File: src/rtl/fq_split_pkg.sv
package fq_split_pkg;

    localparam logic [7:0] CH_LF   = 8'h0A;
    localparam logic [7:0] CH_CR   = 8'h0D;
    localparam logic [7:0] CH_AT   = 8'h40;
    localparam logic [7:0] CH_PLUS = 8'h2B;

    localparam int NSTREAM   = 3;
    localparam int NFLAG     = 4;
    localparam int FLAG_BASE = 0;
    localparam int FLAG_LEN  = 1;
    localparam int FLAG_SPEC = 2;
    localparam int FLAG_MISS = 3;

    // Which line of the record is being parsed or expected next.
    typedef enum logic [1:0] {
        PART_ID   = 2'd0,
        PART_SEQ  = 2'd1,
        PART_PLUS = 2'd2,
        PART_QUAL = 2'd3
    } part_e;

    // Destination of a character; value minus one indexes the stream.
    typedef enum logic [1:0] {
        ROLE_NONE = 2'd0,
        ROLE_ID   = 2'd1,
        ROLE_SEQ  = 2'd2,
        ROLE_QUAL = 2'd3
    } role_e;

    // One parse event per accepted input byte.
    typedef struct packed {
        logic       ch;    // forwarded character
        logic       eol;   // end of a line
        role_e      role;  // stream of the character or of the ended line
        logic [7:0] data;
        logic       miss;  // structural defect seen on this byte
    } evt_t;

    function automatic logic is_alnum(input logic [7:0] c);
        return (c >= 8'h30 && c <= 8'h39) ||
               (c >= 8'h41 && c <= 8'h5A) ||
               (c >= 8'h61 && c <= 8'h7A);
    endfunction

    function automatic logic is_base(input logic [7:0] c);
        return (c == 8'h41) || (c == 8'h43) || (c == 8'h47) ||
               (c == 8'h54) || (c == 8'h4E);
    endfunction

    function automatic part_e next_part(input part_e p);
        case (p)
            PART_ID:   return PART_SEQ;
            PART_SEQ:  return PART_PLUS;
            PART_PLUS: return PART_QUAL;
            default:   return PART_ID;
        endcase
    endfunction

    function automatic role_e role_of(input part_e p);
        case (p)
            PART_ID:   return ROLE_ID;
            PART_SEQ:  return ROLE_SEQ;
            PART_QUAL: return ROLE_QUAL;
            default:   return ROLE_NONE;
        endcase
    endfunction

    function automatic logic [7:0] sat_inc8(input logic [7:0] v);
        return (v == 8'hFF) ? v : v + 8'd1;
    endfunction

endpackage

File: src/rtl/fq_line_tracker.sv
module fq_line_tracker
    import fq_split_pkg::*;
(
    input  logic       clk,
    input  logic       rst,
    input  logic       in_valid,
    input  logic [7:0] in_byte,
    output evt_t       evt
);

    part_e part_q, part_d;
    logic  mid_q, mid_d;    // inside a non-empty line
    logic  skip_q, skip_d;  // current line is not forwarded
    logic  take;

    assign take = in_valid && (in_byte != CH_CR);

    always_comb begin
        evt      = '0;
        evt.data = in_byte;
        part_d   = part_q;
        mid_d    = mid_q;
        skip_d   = skip_q;
        if (take) begin
            if (in_byte == CH_LF) begin
                evt.eol = 1'b1;
                mid_d   = 1'b0;
                skip_d  = 1'b0;
                if (!mid_q) begin
                    evt.miss = 1'b1;
                    part_d   = (part_q == PART_ID) ? PART_ID : next_part(part_q);
                end else begin
                    evt.role = skip_q ? ROLE_NONE : role_of(part_q);
                    part_d   = (part_q == PART_ID && skip_q) ? PART_ID : next_part(part_q);
                end
            end else if (!mid_q) begin
                mid_d = 1'b1;
                case (part_q)
                    PART_ID: begin
                        if (in_byte == CH_AT) begin
                            evt.ch   = 1'b1;
                            evt.role = ROLE_ID;
                        end else begin
                            evt.miss = 1'b1;
                            skip_d   = 1'b1;
                        end
                    end
                    PART_SEQ: begin
                        if (in_byte == CH_PLUS) begin
                            evt.miss = 1'b1;
                            skip_d   = 1'b1;
                            part_d   = PART_PLUS;
                        end else begin
                            evt.ch   = 1'b1;
                            evt.role = ROLE_SEQ;
                        end
                    end
                    PART_PLUS: begin
                        skip_d   = 1'b1;
                        evt.miss = (in_byte != CH_PLUS);
                    end
                    default: begin
                        evt.ch   = 1'b1;
                        evt.role = ROLE_QUAL;
                    end
                endcase
            end else if (!skip_q) begin
                evt.ch   = 1'b1;
                evt.role = role_of(part_q);
            end
        end
    end

    always_ff @(posedge clk) begin
        if (rst) begin
            part_q <= PART_ID;
            mid_q  <= 1'b0;
            skip_q <= 1'b0;
        end else begin
            part_q <= part_d;
            mid_q  <= mid_d;
            skip_q <= skip_d;
        end
    end

endmodule

File: src/rtl/fq_out_stage.sv
module fq_out_stage
    import fq_split_pkg::*;
(
    input  logic                    clk,
    input  logic                    rst,
    input  evt_t                    evt,
    output logic [NSTREAM-1:0]      o_valid,
    output logic [NSTREAM-1:0][7:0] o_data,
    output logic [NSTREAM-1:0]      o_last
);

    logic       pend_v;
    role_e      pend_role;
    logic [7:0] pend_data;
    logic       new_ch;
    logic       emit;

    assign new_ch = evt.ch && (evt.role != ROLE_NONE);
    assign emit   = pend_v && (new_ch || evt.eol);

    always_ff @(posedge clk) begin
        if (rst) begin
            pend_v    <= 1'b0;
            pend_role <= ROLE_NONE;
            pend_data <= '0;
        end else if (new_ch) begin
            pend_v    <= 1'b1;
            pend_role <= evt.role;
            pend_data <= evt.data;
        end else if (evt.eol) begin
            pend_v    <= 1'b0;
        end
    end

    for (genvar s = 0; s < NSTREAM; s++) begin : g_stream
        logic hit;
        assign hit = emit && (pend_role == role_e'(2'(s + 1)));
        always_ff @(posedge clk) begin
            if (rst) begin
                o_valid[s] <= 1'b0;
                o_data[s]  <= '0;
                o_last[s]  <= 1'b0;
            end else begin
                o_valid[s] <= hit;
                if (hit) begin
                    o_data[s] <= pend_data;
                    o_last[s] <= evt.eol;
                end
            end
        end
    end

endmodule

File: src/rtl/fq_id_template.sv
module fq_id_template
    import fq_split_pkg::*;
#(
    parameter int ID_MAX   = 64,
    parameter int SPEC_MAX = 16
) (
    input  logic                        clk,
    input  logic                        rst,
    input  evt_t                        evt,
    input  logic [$clog2(ID_MAX)-1:0]   char_sel,
    input  logic [$clog2(SPEC_MAX)-1:0] spec_sel,
    output logic                        tmpl_valid,
    output logic [7:0]                  tmpl_len,
    output logic [7:0]                  tmpl_spec_cnt,
    output logic [7:0]                  tmpl_char,
    output logic [7:0]                  spec_pos,
    output logic [7:0]                  spec_kind,
    output logic                        spec_err
);

    localparam int ID_IW = $clog2(ID_MAX);
    localparam int SP_IW = $clog2(SPEC_MAX);

    logic [7:0] chars_q [ID_MAX];
    logic [7:0] spos_q  [SPEC_MAX];
    logic [7:0] skind_q [SPEC_MAX];
    logic       valid_q;
    logic [7:0] tlen_q, tcnt_q;
    logic [7:0] pos_q, cnt_q;
    logic       mism_q;

    logic id_ch, id_eol, special, pos_in, cnt_in;
    logic [SP_IW-1:0] sidx;

    assign id_ch   = evt.ch  && (evt.role == ROLE_ID);
    assign id_eol  = evt.eol && (evt.role == ROLE_ID);
    assign special = !is_alnum(evt.data);
    assign pos_in  = int'(pos_q) < ID_MAX;
    assign cnt_in  = int'(cnt_q) < SPEC_MAX;
    assign sidx    = cnt_q[SP_IW-1:0];

    assign spec_err = id_eol && valid_q && (mism_q || (cnt_q != tcnt_q));

    always_ff @(posedge clk) begin
        if (rst) begin
            valid_q <= 1'b0;
            tlen_q  <= '0;
            tcnt_q  <= '0;
            pos_q   <= '0;
            cnt_q   <= '0;
            mism_q  <= 1'b0;
            for (int i = 0; i < ID_MAX; i++) chars_q[i] <= '0;
            for (int k = 0; k < SPEC_MAX; k++) begin
                spos_q[k]  <= '0;
                skind_q[k] <= '0;
            end
        end else begin
            if (id_ch) begin
                pos_q <= sat_inc8(pos_q);
                if (special) cnt_q <= sat_inc8(cnt_q);
                if (!valid_q) begin
                    if (pos_in) chars_q[pos_q[ID_IW-1:0]] <= evt.data;
                    if (special && cnt_in) begin
                        spos_q[sidx]  <= pos_q;
                        skind_q[sidx] <= evt.data;
                    end
                end else if (special && cnt_in && (evt.data != skind_q[sidx])) begin
                    mism_q <= 1'b1;
                end
            end
            if (id_eol) begin
                pos_q  <= '0;
                cnt_q  <= '0;
                mism_q <= 1'b0;
                if (!valid_q) begin
                    valid_q <= 1'b1;
                    tlen_q  <= pos_q;
                    tcnt_q  <= cnt_q;
                end
            end
        end
    end

    assign tmpl_valid    = valid_q;
    assign tmpl_len      = tlen_q;
    assign tmpl_spec_cnt = tcnt_q;
    assign tmpl_char     = chars_q[char_sel];
    assign spec_pos      = spos_q[spec_sel];
    assign spec_kind     = skind_q[spec_sel];

endmodule

File: src/rtl/fq_record_check.sv
module fq_record_check
    import fq_split_pkg::*;
#(
    parameter int CNT_W = 16
) (
    input  logic             clk,
    input  logic             rst,
    input  evt_t             evt,
    input  logic             spec_err,
    input  logic             flag_clr,
    output logic [NFLAG-1:0] flags
);

    logic [CNT_W-1:0] bases_q, qcnt_q;
    logic [NFLAG-1:0] flags_q, set;

    always_comb begin
        set            = '0;
        set[FLAG_BASE] = evt.ch && (evt.role == ROLE_SEQ) && !is_base(evt.data);
        set[FLAG_LEN]  = evt.eol && (evt.role == ROLE_QUAL) && (qcnt_q != bases_q);
        set[FLAG_SPEC] = spec_err;
        set[FLAG_MISS] = evt.miss;
    end

    always_ff @(posedge clk) begin
        if (rst) begin
            bases_q <= '0;
            qcnt_q  <= '0;
            flags_q <= '0;
        end else begin
            flags_q <= (flag_clr ? '0 : flags_q) | set;
            if (evt.eol && evt.role == ROLE_ID)
                bases_q <= '0;
            else if (evt.ch && evt.role == ROLE_SEQ && bases_q != '1)
                bases_q <= bases_q + 1'b1;
            if (evt.eol && evt.role == ROLE_QUAL)
                qcnt_q <= '0;
            else if (evt.ch && evt.role == ROLE_QUAL && qcnt_q != '1)
                qcnt_q <= qcnt_q + 1'b1;
        end
    end

    assign flags = flags_q;

endmodule

File: src/rtl/fq_record_splitter.sv
module fq_record_splitter
    import fq_split_pkg::*;
#(
    parameter int ID_MAX   = 64,
    parameter int SPEC_MAX = 16,
    parameter int CNT_W    = 16
) (
    input  logic                        clk,
    input  logic                        rst,
    input  logic                        in_valid,
    input  logic [7:0]                  in_byte,
    input  logic                        flag_clr,
    output logic                        id_valid,
    output logic [7:0]                  id_byte,
    output logic                        id_last,
    output logic                        seq_valid,
    output logic [7:0]                  seq_byte,
    output logic                        seq_last,
    output logic                        qual_valid,
    output logic [7:0]                  qual_byte,
    output logic                        qual_last,
    output logic                        tmpl_valid,
    output logic [7:0]                  tmpl_len,
    output logic [7:0]                  tmpl_spec_cnt,
    input  logic [$clog2(ID_MAX)-1:0]   tmpl_char_sel,
    output logic [7:0]                  tmpl_char,
    input  logic [$clog2(SPEC_MAX)-1:0] tmpl_spec_sel,
    output logic [7:0]                  tmpl_spec_pos,
    output logic [7:0]                  tmpl_spec_kind,
    output logic [3:0]                  flags
);

    evt_t                    evt;
    logic                    spec_err;
    logic [NSTREAM-1:0]      o_valid;
    logic [NSTREAM-1:0][7:0] o_data;
    logic [NSTREAM-1:0]      o_last;

    fq_line_tracker u_track (
        .clk      (clk),
        .rst      (rst),
        .in_valid (in_valid),
        .in_byte  (in_byte),
        .evt      (evt)
    );

    fq_out_stage u_out (
        .clk     (clk),
        .rst     (rst),
        .evt     (evt),
        .o_valid (o_valid),
        .o_data  (o_data),
        .o_last  (o_last)
    );

    fq_id_template #(
        .ID_MAX   (ID_MAX),
        .SPEC_MAX (SPEC_MAX)
    ) u_tmpl (
        .clk           (clk),
        .rst           (rst),
        .evt           (evt),
        .char_sel      (tmpl_char_sel),
        .spec_sel      (tmpl_spec_sel),
        .tmpl_valid    (tmpl_valid),
        .tmpl_len      (tmpl_len),
        .tmpl_spec_cnt (tmpl_spec_cnt),
        .tmpl_char     (tmpl_char),
        .spec_pos      (tmpl_spec_pos),
        .spec_kind     (tmpl_spec_kind),
        .spec_err      (spec_err)
    );

    fq_record_check #(
        .CNT_W (CNT_W)
    ) u_chk_flags (
        .clk      (clk),
        .rst      (rst),
        .evt      (evt),
        .spec_err (spec_err),
        .flag_clr (flag_clr),
        .flags    (flags)
    );

    assign id_valid   = o_valid[0];
    assign id_byte    = o_data[0];
    assign id_last    = o_last[0];
    assign seq_valid  = o_valid[1];
    assign seq_byte   = o_data[1];
    assign seq_last   = o_last[1];
    assign qual_valid = o_valid[2];
    assign qual_byte  = o_data[2];
    assign qual_last  = o_last[2];

endmodule

File: config.mk
export PLATFORM = sky130hd
export DESIGN_NAME = fq_record_splitter
export DESIGN_NICKNAME = d
export VERILOG_FILES = /design/src/rtl/fq_split_pkg.sv /design/src/rtl/fq_line_tracker.sv /design/src/rtl/fq_out_stage.sv /design/src/rtl/fq_id_template.sv /design/src/rtl/fq_record_check.sv /design/src/rtl/fq_record_splitter.sv
export SDC_FILE = /design/constraint.sdc
export NUM_CORES = 1
export LEC_CHECK = 0
export BUFFER_PORTS_ARGS = -buffer_cell sky130_fd_sc_hd__buf_2
export CAP_MARGIN = 10
export CORE_MARGIN = 2
export CORE_UTILIZATION = 25
export CTS_BUF_LIST = sky130_fd_sc_hd__clkbuf_8
export CTS_CLUSTER_SIZE = 24
export DETAILED_ROUTE_END_ITERATION = 10
export PLACE_DENSITY = 0.48
export SLEW_MARGIN = 20
export SYNTH_ARGS = -nofsm -noshare
export SYNTH_HDL_FRONTEND = slang
export SYNTH_HIERARCHICAL = 1
export SYNTH_SLANG_ARGS = --single-unit
File: constraint.sdc
create_clock -name clk -period 3.6 [get_ports clk]
set_input_delay 0.18 -clock clk [delete_from_list [all_inputs] [get_ports clk]]
set_output_delay 0.18 -clock clk [all_outputs]
set_load 0.02 [all_outputs]
# ---- Word-level counts from Yosys, hierarchy flattened
# Memory sizes are Yosys's and may differ from the RTL's. A register that Yosys moved wholly into a read port is not among the register bits.
# Index checks and enable logic that the tools add are counted.
dict set report totals {
  output_inout_bits 75
  ram_bits 768
  word_cells 187
  memories 3
  reg_bits 115
}
dict set report classes {
  eq_ne 29
  n_reduce_logical 50
  order_cmp 8
  muxes 64
  addsub 4
  n_bitwise 5
}
# memory words word_bits read_ports rd_ports_with_merged_regs wr line
set memory_table {}
lappend memory_table {u_tmpl.chars_q 64 8 1 0 64 fq_id_template.sv:24} ;# logic [7:0] chars_q [ID_MAX];
lappend memory_table {u_tmpl.skind_q 16 8 2 1 16 fq_id_template.sv:26} ;# logic [7:0] skind_q [SPEC_MAX];
lappend memory_table {u_tmpl.spos_q 16 8 1 0 16 fq_id_template.sv:25} ;# logic [7:0] spos_q [SPEC_MAX];
# cell count
set ops {}
lappend ops {{8-bit by 7-bit == test with 1-bit output, second input constant} 6}
lappend ops {{1-bit 2-to-1 mux} 35}
lappend ops {{16-bit by 1-bit adder with 16-bit output, second input constant} 2}
lappend ops {{16-bit inequality test, second input constant} 2}
lappend ops {{2-bit 2-to-1 mux} 12}
lappend ops {{4-bit 2-to-1 mux} 6}
lappend ops {{8-bit 2-to-1 mux} 3}
lappend ops {{8-bit OR reduction} 3}
lappend ops {{1-bit logical AND} 23}
lappend ops {{2-bit case mux with 3 select lines} 3}
lappend ops {{8-bit by 1-bit adder with 8-bit output, second input constant} 2}
lappend ops {{8-bit == test, second input constant} 2}
lappend ops {{8-bit by 7-bit >= comparator with 1-bit output, second input constant} 2}
lappend ops {{8-bit by 7-bit less-or-equal comparator with 1-bit output, second input constant} 2}
lappend ops {{16-bit inequality test} 1}
lappend ops {{8-bit inequality test} 2}
lappend ops {{2-bit == test, second input constant} 6}
lappend ops {{1-bit case mux with 3 select lines} 3}
lappend ops {{8-bit by 4-bit == test with 1-bit output, second input constant} 1}
lappend ops {{8-bit by 6-bit == test with 1-bit output, second input constant} 1}
lappend ops {{8-bit by 6-bit >= comparator with 1-bit output, second input constant} 1}
lappend ops {{8-bit by 6-bit less-or-equal comparator with 1-bit output, second input constant} 1}
lappend ops {{1-bit logical OR} 8}
lappend ops {{8-bit by 5-bit < comparator with 1-bit output, second input constant} 1}
lappend ops {{20 further kinds} 32}

# ---- Logic depth before layout (Yosys ltp)
# Gate-level depths: netlist of the first run.
dict set report logic_depth {
  word_depth 13
  ltp_mapped 13
  mapped_depth_nobuf 12
}

# ---- Hierarchy
# The synthesis of the first run kept the hierarchy.
# module seq_area_each_um2 cells_per_inst n_inst area_per_inst_um2
set modules_own_cells {}
lappend modules_own_cells {fq_id_template 23822.8 2489 1 38011.5}
lappend modules_own_cells {fq_record_check 720.7 241 1 2005.7}
lappend modules_own_cells {fq_out_stage 820.8 160 1 1609.0}
lappend modules_own_cells {fq_line_tracker 80.1 74 1 590.6}

# ---- Worst setup path after synthesis of the first run
# Ideal clock, no wire load.
dict set report synth_timing {
  path_type {register -> register}
  startpoint {register u_track.part_q[0]}
  endpoint {memory u_tmpl.skind_q[0][0] (enable)}
  arrival_time_ps 3278
  path_stages_with_launch 11
  setup_slack_ps -45
  n_path_buf 1
  setup_ps 367
  synth_period_minus_slack_ps 3645
  path_cell_list {dfxtp_1 -> inv_1 -> ha_1 -> or3_1 -> a21oi_1 -> nand3b_1 -> or3_1 -> nor3_2 -> nor3b_4 -> buf_2 -> a21o_1}
}
# item line
set synth_rtl {}
lappend synth_rtl {{start: declaration} fq_line_tracker.sv:11} ;# part_e part_q, part_d;
lappend synth_rtl {{start signal: assignment} fq_line_tracker.sv:80} ;# part_q <= part_d;
lappend synth_rtl {{end: declaration} fq_id_template.sv:26}

==> metrics, run 1 <==
status=complete, no violations; Post-Syn Area per Cell=14.2 um^2; hold depth=6; worst hold margin=about 86 ps; gpl congestion=approximately 0.79; CTS H-tree depth=4; post-synthesis cell count=~3000; worst-path cell chain=inv_1, ha_1, or3_1, a21oi_2, nand3b_1, or3_4, buf_4, nor3_2, buf_6, nor3b_4, a21o_1, buf_12; Async S/R FF share, synth=0; Seq pwr share=0.529; # setup viols final=0; pin count of the biggest net entering global routing=71; Post-DRT Antenna Nets=0; P_leak=approximately 18 nW; CP required=roughly 4200 ps; CTS root buffer=clkbuf_8; commonest non-fill, non-tap cells in the layout=768 x edfxtp_1, 452 x and2_1, 280 x mux4_2; internal power=roughly 17 mW; Die Wd=between 400 and 500 um; Vias/cell=around 4.7; clock power share=0.394; core area=0.167 mm^2; Num CTS Buffers=around 160; max frequency=290 MHz; switching share of power=0.250; PwrDens=~450 mW/mm^2; synth warn=6; final hold violations=0; r2r startpoint=u_track/part_q[0]; Max-Cap Viols=0; commonest non-fill, non-tap cell in the layout=edfxtp_1; drt wl/cell=22.3 um; number of global-route vias before repair=between 20000 and 30000; hold path endpoint=u_track/skip_q; row cnt=150; Final Cycle Share=0.958; # clock sinks=a little under 900; WL final=between 100000 and 150000 um; Reg2Reg Depth=12; placed cells=~5200; Worst Path Arrival=about 4000 ps; fillers=approximately 17000; Worst IR Drop VDD=approximately 0.39 mV; Final Skew=40.1 ps; kind of critical path=register to register; Finished Layout Cells=5483; FF-to-FF End=u_tmpl/skind_q[1][1]; Design Area, Final=between 0.04 and 0.05 mm^2; WP buf/inv=4; syn nets=~3000; Overall Power=between 20 and 25 mW; Layout Nets=~3200; first-pass GRT wire length=179000 um; RSZ-0062 raised after global routing=false; Rel. slew slack=0.308; drt pass-1 iters=5; initial antenna violation count=10; CP Capture Type=register; worst-skew pair later-pin latency=about 860 ps; r2r setup slk=150 ps; multi-input logic area=0.0155 mm^2; die height=415 um; Comb power frac=0.077; port buffer count=96; routed vias=around 25000; register area share after synthesis=0.603; Reg clk slew, reported paths=60 ps; layout cells sized above 1=0.271; critical path depth=12; min Tclk post-route=between 3000 and 4000 ps; hold_sp=in_byte[0]; Starting Density=0.252; Syn Std Cell Area=approximately 0.042 mm^2; DP HPWL=between 70000 and 80000 um; max-slew violation count=0; die area=about 0.17 mm^2; beginning of the critical path=u_track/part_q[0]; CTS max path bufs=3; register bit count reported by yosys=roughly 890; worst min-delay path category=input port to register; Netlist cell types=77; total grt overflow=0; Total Routing Usage GR=0.140; CP top delay family=simple AND/OR/NAND/NOR gates; IO Pins=a little under 100; Max Fanout on Critical Path=8; initial DRC count=between 2000 and 2500; Area growth, synth to finish=16.5%; Layout Utilization=0.294; CP max stage cell=or3_4; number of synthesized flops with an enable pin=approximately 770; actual slew at the worst max-slew pin=between 1000 and 1500 ps; Main synth FF type=edfxtp_1; Post-DP Area=roughly 0.046 mm^2; switching power=5.53 mW; CP max stage delay=~400 ps; Worst setup SP type=register; Storage cell area=between 0.02 and 0.03 mm^2; CTS tree=built; residual DRC count=0
[metal layers]
metal | GRT usage | share of wire | up-vias | routed length [um]
met5 | 0 | 0.00033 | - | 40
met4 | 0.0461 | 0.026 | 8 | 3150
met3 | 0.0309 | 0.050 | 171 | 6140
met2 | 0.226 | 0.48 | 580 | 58400
met1 | 0.185 | 0.45 | 13100 | 54400
li1 | - | - | 11600 | -
[cell families after synthesis]
| kind of cell | count (synthesis) | share of synthesized area |
|---|---|---|
| mux | 315 | 0.158 |
| compound gates | 165 | 0.0256 |
| xor+xnor | 52 | 0.0108 |
| fa+ha+maj | 12 | 0.00356 |
| buf+inv | 309 | 0.0304 |
| simple gates | 1224 | 0.169 |
| flops | 887 | 0.603 |
[cells in the mapped netlist, types with 7 or more instances]
library cell,instances,area share
a21o_1,13,0.0023
a21oi_1,67,0.0079
and2_1,452,0.067
and3_1,205,0.030
buf_1,22,0.0020
buf_2,40,0.0047
buf_4,14,0.0025
clkbuf_1,208,0.018
dfxtp_1,119,0.056
edfxtp_1,768,0.55
ha_1,12,0.0036
inv_1,18,0.0016
mux2i_1,34,0.0081
mux4_2,280,0.15
nand2_1,84,0.0075
nand2b_1,43,0.0064
nand3_1,23,0.0027
nand3b_1,7,0.0012
nand4_1,21,0.0031
nor2_1,103,0.0092
nor3_1,136,0.016
nor4_1,10,0.0015
o21a_1,8,0.0014
o21ai_0,15,0.0018
o31ai_1,15,0.0027
or2_2,73,0.011
or3_1,18,0.0027
or4_1,15,0.0027
xnor2_1,17,0.0035
xor2_1,35,0.0073
[worst max path at each step]
| stage | end |
|---|---|
| 2_1_floorplan | u_tmpl/skind_q[0][0] |
| 6_report | u_tmpl/skind_q[1][1] |
| 3_3_place_gp | u_tmpl/spos_q[1][7] |
| 5_1_grt | u_tmpl/skind_q[3][1] |
| 3_5_place_dp | u_tmpl/spos_q[1][2] |
| 4_1_cts | u_tmpl/skind_q[1][1] |
[area by class of cell]
cell class                      count  area share
Antenna cell                        4    0.000203
Clock buffer                      163      0.0456
Clock inverter                    112      0.0114
Inverter                           19     0.00145
Multi-Input combinational cell   1768       0.315
Sequential cell                   887       0.517
Tap cell                         2204      0.0560
Timing Repair Buffer              326      0.0528
[registers in the layout (all words and copies together) (netlist names), 2 cells and up, named ones only]
| name | count |
|---|---|
| u_tmpl/chars_q | 512 |
| u_tmpl/skind_q | 128 |
| u_tmpl/spos_q | 128 |
| u_out/o_data | 24 |
| u_chk_flags/bases_q | 16 |
| u_chk_flags/qcnt_q | 16 |
| u_out/pend_data | 8 |
| u_tmpl/cnt_q | 8 |
| u_tmpl/pos_q | 8 |
| u_tmpl/tmpl_len | 8 |
| u_tmpl/tmpl_spec_cnt | 8 |
| u_chk_flags/flags | 4 |
| u_out/o_last | 3 |
| u_out/o_valid | 3 |
| u_out/pend_role | 2 |
| u_track/part_q | 2 |
[timing repair]
item	4_1_cts	5_1_grt
buffers inserted	0	1
endpoints found under the hold margin	62	0
resized for setup	0	7
setup endpoints to repair	0	763
hold buffers	17	0
[worst register-to-register path, delay by kind of cell, from the launching register on]
kind                     cells  cell delay (ps)
AO/OA/AOI/OAI                2              440
AND/OR/NAND/NOR              5             1360
buffers and inverters        4              620
flip-flops                   1              390
adder cells (fa/ha/maj)      1              340
[power by group through the flow]
stage | combinational (mW) | sequential (mW) | clock, mW
2_1_floorplan | 1.05 | 11.8 | 0
3_3_place_gp | 1.73 | 11.9 | 0
3_5_place_dp | 1.73 | 11.9 | 0
4_1_cts | 1.74 | 11.7 | 9.02
5_1_grt | 1.80 | 11.7 | 9.46
6_report | 1.71 | 11.7 | 8.71
[stage by stage]
step / worst slack (ps) / TNS [ps]
3_3_place_gp: -99.9 / -6150
4_1_cts: 7.60 / 0
6_report: 153 / 0
3_5_place_dp: -90.5 / -5470
2_1_floorplan: 92.3 / 0
5_1_grt: 8.41 / 0
(Power assumes the default switching activity.)
==> inputs of run 2 (changes only) <==
- SETUP_SLACK_MARGIN: not set -> 0.2
- clock period: 3.6 -> 2.92 ns (I/O delays scaled with it)
==> metrics, run 2 (synthesis results as in run 1) <==
layout cells sized above 1=0.361 (+0.0896); final hold violations=0 (unchanged); Finished Layout Cells=5685 (+3.7%); Final Cycle Share=1.14 (+0.179); initial antenna violation count=6 (-4); Die Wd=415 um (unchanged); Vias/cell=4.68 (+0.60%); hold depth=8 (+2); port buffer count=96 (unchanged); max-slew violation count=0 (unchanged); drt wl/cell=22.8 um (+2.5%); worst-skew pair later-pin latency=860 ps (about the same); Reg2Reg Depth=15 (+3); kind of critical path=register to register; Starting Density=0.252 (unchanged); min Tclk post-route=3320 ps (-130 ps); fillers=16400 (-3.2%); PwrDens=516 mW/mm^2 (+15%); placed cells=5245 (+1.1%); drt pass-1 iters=7 (+2); Total Routing Usage GR=0.149 (+0.00947); status=finished with violations; core area=0.167 mm^2 (unchanged); total grt overflow=0 (unchanged); Overall Power=27.9 mW (+26%); first-pass GRT wire length=191000 um (+6.2%); gpl congestion=0.771 (-2.1%); worst setup margin=-398 ps (-550 ps); largest reg by FF count=u_tmpl/chars_q; r2r setup slk=-400 ps (-550 ps); CTS root buffer=clkbuf_8; Num CTS Buffers=156 (+0.65%); Design Area, Final=0.0542 mm^2 (+10%); Worst Path Arrival=3870 ps (-120 ps); Top Registers=u_tmpl/chars_q x512, u_tmpl/skind_q x128, u_tmpl/spos_q x128; # clock sinks=887 (unchanged); die area=0.172 mm^2 (unchanged); Reg clk slew, reported paths=60 ps (about the same); Worst IR Drop VDD=0.468 mV (+19%); CTS tree=built; Rel. slew slack=0.223 (-0.0857); Final Skew=45.2 ps (+5.11 ps); # setup viols final=1544 (+1544); Layout Nets=3399 (+6.5%); actual slew at the worst max-slew pin=1170 ps (+132 ps); commonest non-fill, non-tap cells in the layout=768 x edfxtp_1, 422 x and2_1, 280 x mux4_2; multi-input logic area=0.0168 mm^2 (+8.3%); DP HPWL=78500 um (-0.38%); number of flip-flops in the largest register=512 (unchanged); WL final=130000 um (+6.3%); post-route setup TNS=-314880 ps (-314880 ps); die height=415 um (unchanged); Worst setup SP type=register; CP required=3470 ps (-680 ps); pin count of the biggest net entering global routing=162 (+130%); CP Capture Type=register; CTS max path bufs=3 (unchanged); FF-to-FF End=u_tmpl/skind_q[1][1]; routed vias=26600 (+4.3%); Max Fanout on Critical Path=6 (-2); Post-DP Area=0.0473 mm^2 (+2.4%); hold_sp=in_byte[7]; Post-DRT Antenna Nets=0 (unchanged); CTS H-tree depth=4 (unchanged); Layout Utilization=0.324 (+0.0298); IO Pins=97 (unchanged); worst min-delay path category=input port to register; number of global-route vias before repair=27500 (+4.7%); row cnt=150 (unchanged); max frequency=301 MHz (+3.9%); hold path endpoint=u_out/o_valid[2]; r2r startpoint=u_track/part_q[0]; violated checks=setup timing; RSZ-0062 raised after global routing=true; P_leak=19.6 nW (+11%); residual DRC count=0 (unchanged); commonest non-fill, non-tap cell in the layout=edfxtp_1; initial DRC count=2167 (+7.4%); Area growth, synth to finish=28.4%; Storage cell area=0.0255 mm^2 (about the same); Max-Cap Viols=0 (unchanged)
-- run 2: changes by cell type in the layout (fill, tap and decap cells not counted), sizes merged, moves of 5 or more --
cell	change
clkinvlp	-5
dlygate4sd3	+9
buf	+192
clkbuf	+13
clkinv	-10
-- run 2: worst max path at each step --
| stage | depth (start not counted) | slack (ps) | from | endpoint |
|---|---|---|---|---|
| 2_1_floorplan | 11 | -150 | u_track/part_q[0] | u_tmpl/chars_q[24][0] |
| 3_3_place_gp | 13 | -510 | in_byte[0] | u_tmpl/chars_q[25][5] |
| 3_5_place_dp | 13 | -480 | in_byte[0] | u_tmpl/chars_q[25][5] |
| 4_1_cts | 4 | -450 | u_tmpl/chars_q[62][5] | tmpl_char[5] |
| 5_1_grt | 15 | -490 | u_track/part_q[0] | u_tmpl/skind_q[1][1] |
| 6_report | 15 | -400 | u_track/part_q[0] | u_tmpl/skind_q[1][1] |
-- run 2: what timing repair did --
item                       4_1_cts  5_1_grt
cloned                          40        3
buffers inserted                78       19
hold endpoints to repair        61        0
gates resized for setup        308      128
setup endpoints to repair     1537     1584
pin swaps                       46       28
hold buffers                    25        0
-- run 2: per-stage QoR --
step / hold WS [ps] / setup slack, ps
floorplan: 203 / -149
global placement: 443 / -512
detailed placement: 449 / -481
CTS: 16.3 / -453
global route: 127 / -493
finish: 172 / -398
-- run 2: layout make-up --
| cell class | instances | area share |
|---|---|---|
| Sequential cell | 887 | 0.470 |
| Multi-Input combinational cell | 1769 | 0.310 |
| Timing Repair Buffer | 532 | 0.114 |
| Tap cell | 2204 | 0.0509 |
| Clock buffer | 173 | 0.0439 |
| Clock inverter | 99 | 0.00965 |
| Inverter | 19 | 0.00141 |
| Antenna cell | 2 | 0.0000924 |
-- run 2: critical path: stages, from the launching register on --
cell and delay, ps:
dfxtp_4 380, inv_4 40, ha_4 240, or3_4 340, a21oi_4 130, nand3b_1 170, or3_4 440, nor3_4 200
buf_6 140, buf_6 100, nor3b_4 200, buf_6 150, buf_12 100, a21o_4 140, buf_12 110, buf_12 120
-- run 2: metal layers --
layer  track usage  vias up  routed length, um
met1         0.198    13700              57000
met5             0        -                 11
li1              -    12100                  -
met3        0.0282      183               6380
met4        0.0546        2               3260
met2         0.242      669              63100
-- run 2: power by group --
part           switching (mW)  internal (mW)  leakage, nW
clock                    5.43           5.69         1.70
sequential              0.184           14.2         8.40
combinational            1.29           1.10         9.46
==> inputs of run 3 (changes only) <==
- CELL_PAD_IN_SITES_DETAIL_PLACEMENT: not set -> 1
- CELL_PAD_IN_SITES_GLOBAL_PLACEMENT: not set -> 2
- PLACE_DENSITY: 0.48 -> 0.58
==> metrics, run 3 (synthesis results as in run 1) <==
actual slew at the worst max-slew pin=1290 ps (+126 ps); CP required=2770 ps (-700 ps); Total Routing Usage GR=0.158 (+0.00829); Max-Cap Viols=0 (unchanged); WL final=139000 um (+7.5%); drt pass-1 iters=5 (-2); most frequent CP cell=mux4_2; CP top delay family=multiplexers; # clock sinks=887 (unchanged); worst setup margin=-391 ps (+6.36 ps); residual DRC count=0 (unchanged); CP max stage cell=mux4_2; P_leak=19.7 nW (+0.76%); pre-CTS setup slack=-504 ps (-22.9 ps); number of flip-flops in the largest register=512 (unchanged); Worst Path Arrival=3170 ps (-700 ps); worst min-delay path category=input port to register; die height=415 um (unchanged); CP max stage delay=610 ps (+170 ps); routed vias=27100 (+1.9%); Num CTS Buffers=167 (+7.1%); initial antenna violation count=11 (+5); Area growth, synth to finish=28.8%; status=finished with violations; CTS root buffer=clkbuf_8; WP buf/inv=1 (-6); RSZ-0062 raised after global routing=true; row cnt=150 (unchanged); violated checks=setup timing; Layout Utilization=0.325 (+0.000987); kind of critical path=register to primary output; DP HPWL=86400 um (+10%); PwrDens=522 mW/mm^2 (+1.3%); final hold violations=0 (unchanged); max frequency=302 MHz (+0.19%); gpl congestion=0.777 (+0.82%); max-slew violation count=0 (unchanged); Max Fanout on Critical Path=1 (-5); CP Capture Type=primary output; IO Pins=97 (unchanged); Post-DRT Antenna Nets=0 (unchanged); largest reg by FF count=u_tmpl/chars_q; worst-skew pair later-pin latency=880 ps (+20 ps); worst-path cell chain=mux4_2, mux4_2, mux4_2, buf_6; commonest non-fill, non-tap cells in the layout=768 x edfxtp_1, 421 x and2_1, 280 x mux4_2; Final Cycle Share=1.13 (-0.00218); Worst IR Drop VDD=0.408 mV (-13%); layout cells sized above 1=0.367 (+0.00590); Final Skew=28.5 ps (-16.7 ps); number of global-route vias before repair=29100 (+5.8%); Worst setup SP type=register; Reg clk slew, reported paths=60 ps (about the same); port buffer count=96 (unchanged); die area=0.172 mm^2 (unchanged); pin count of the biggest net entering global routing=161 (-0.62%); Top Registers=u_tmpl/chars_q x512, u_tmpl/skind_q x128, u_tmpl/spos_q x128; commonest non-fill, non-tap cell in the layout=edfxtp_1; # setup viols final=1537 (-0.45%); Starting Density=0.252 (unchanged); CTS H-tree depth=4 (unchanged); Rel. slew slack=0.139 (-0.0838); Die Wd=415 um (unchanged); first-pass GRT wire length=201000 um (+5.6%); min Tclk post-route=3310 ps (-6.36 ps); Layout Nets=3415 (+0.47%); total grt overflow=0 (unchanged); drt wl/cell=24.4 um (+6.8%); core area=0.167 mm^2 (unchanged); Vias/cell=4.74 (+1.3%); CTS max path bufs=3 (unchanged); CTS tree=built; initial DRC count=1880 (-13%)
run 3: cell types whose count changed in the layout (fill, tap and decap cells not counted), sizes merged:
cell | previous run | this run
bufbuf | 2 | 3
clkinv | 33 | 54
a21o | 14 | 13
clkinvlp | 1 | 4
clkbuf | 177 | 194
diode | 2 | 4
dlygate4sd3 | 25 | 24
buf | 501 | 495
run 3: layout make-up:
class	count	area, um^2
fillers	17600	113000
flip-flops and latches	887	25500
multi-input cells	1768	16900
repair buffers	538	6120
well taps	2204	2760
clock buffers	178	2450
clock inverters	123	632
inverters	19	73.8
diodes	4	10.0
run 3: path summary, 6_finish.rpt:
check | slack [ps] | startpoint | depth (start not counted) | end
min | 70 | in_byte[7] | 5 | u_out/pend_data[7]
max reg2reg | -390 | u_track/part_q[0] | 15 | u_tmpl/chars_q[33][6]
max | -390 | u_tmpl/chars_q[52][3] | 4 | tmpl_char[3]
min reg2reg | 450 | u_tmpl/tmpl_len[7] | 2 | u_tmpl/tmpl_len[7]
run 3: tightest hold or removal path, delay by kind of cell:
kind,cells,cell delay [ps]
buffers and inverters,3,520
AO/OA/AOI/OAI,1,70
AND/OR/NAND/NOR,1,170
run 3: timing repair:
item	in CTS	in global routing
setup buffers	69	19
endpoints found under the hold margin	93	0
hold buffers	24	0
pin swaps	59	36
gates resized for setup	229	202
endpoints found under the setup margin	1567	1587
cloned	16	21
run 3: power breakdown:
group / switching, mW / total [mW] / internal (mW)
sequential: 0.194 / 14.4 / 14.2
clock: 5.60 / 11.5 / 5.89
combinational: 1.35 / 2.45 / 1.10
run 3: metrics by stage:
stage / area (um^2) / hold WS [ps] / setup TNS (ps) / cells / power [mW]
3_5_place_dp: 47600 / 451 / -489010 / 5264 / 17.0
2_1_floorplan: 42700 / 203 / -42890 / 2964 / 15.9
3_3_place_gp: 47600 / 444 / -501630 / 5264 / 17.0
4_1_cts: 52900 / 0.168 / -354280 / 5674 / 28.8
6_report: 54400 / 70.1 / -293940 / 5721 / 28.4
5_1_grt: 54300 / 78.9 / -461200 / 5719 / 29.5
run 3: layer usage:
layer  GRT usage  vias to the layer above  wire length [um]  share of wire
met5           0                        -                38        0.00027
met4      0.0532                        6              3570          0.026
met3      0.0315                      223              6200          0.044
met2       0.261                      593             68000           0.49
met1       0.205                    14200             61600           0.44
li1            -                    12100                 -              -
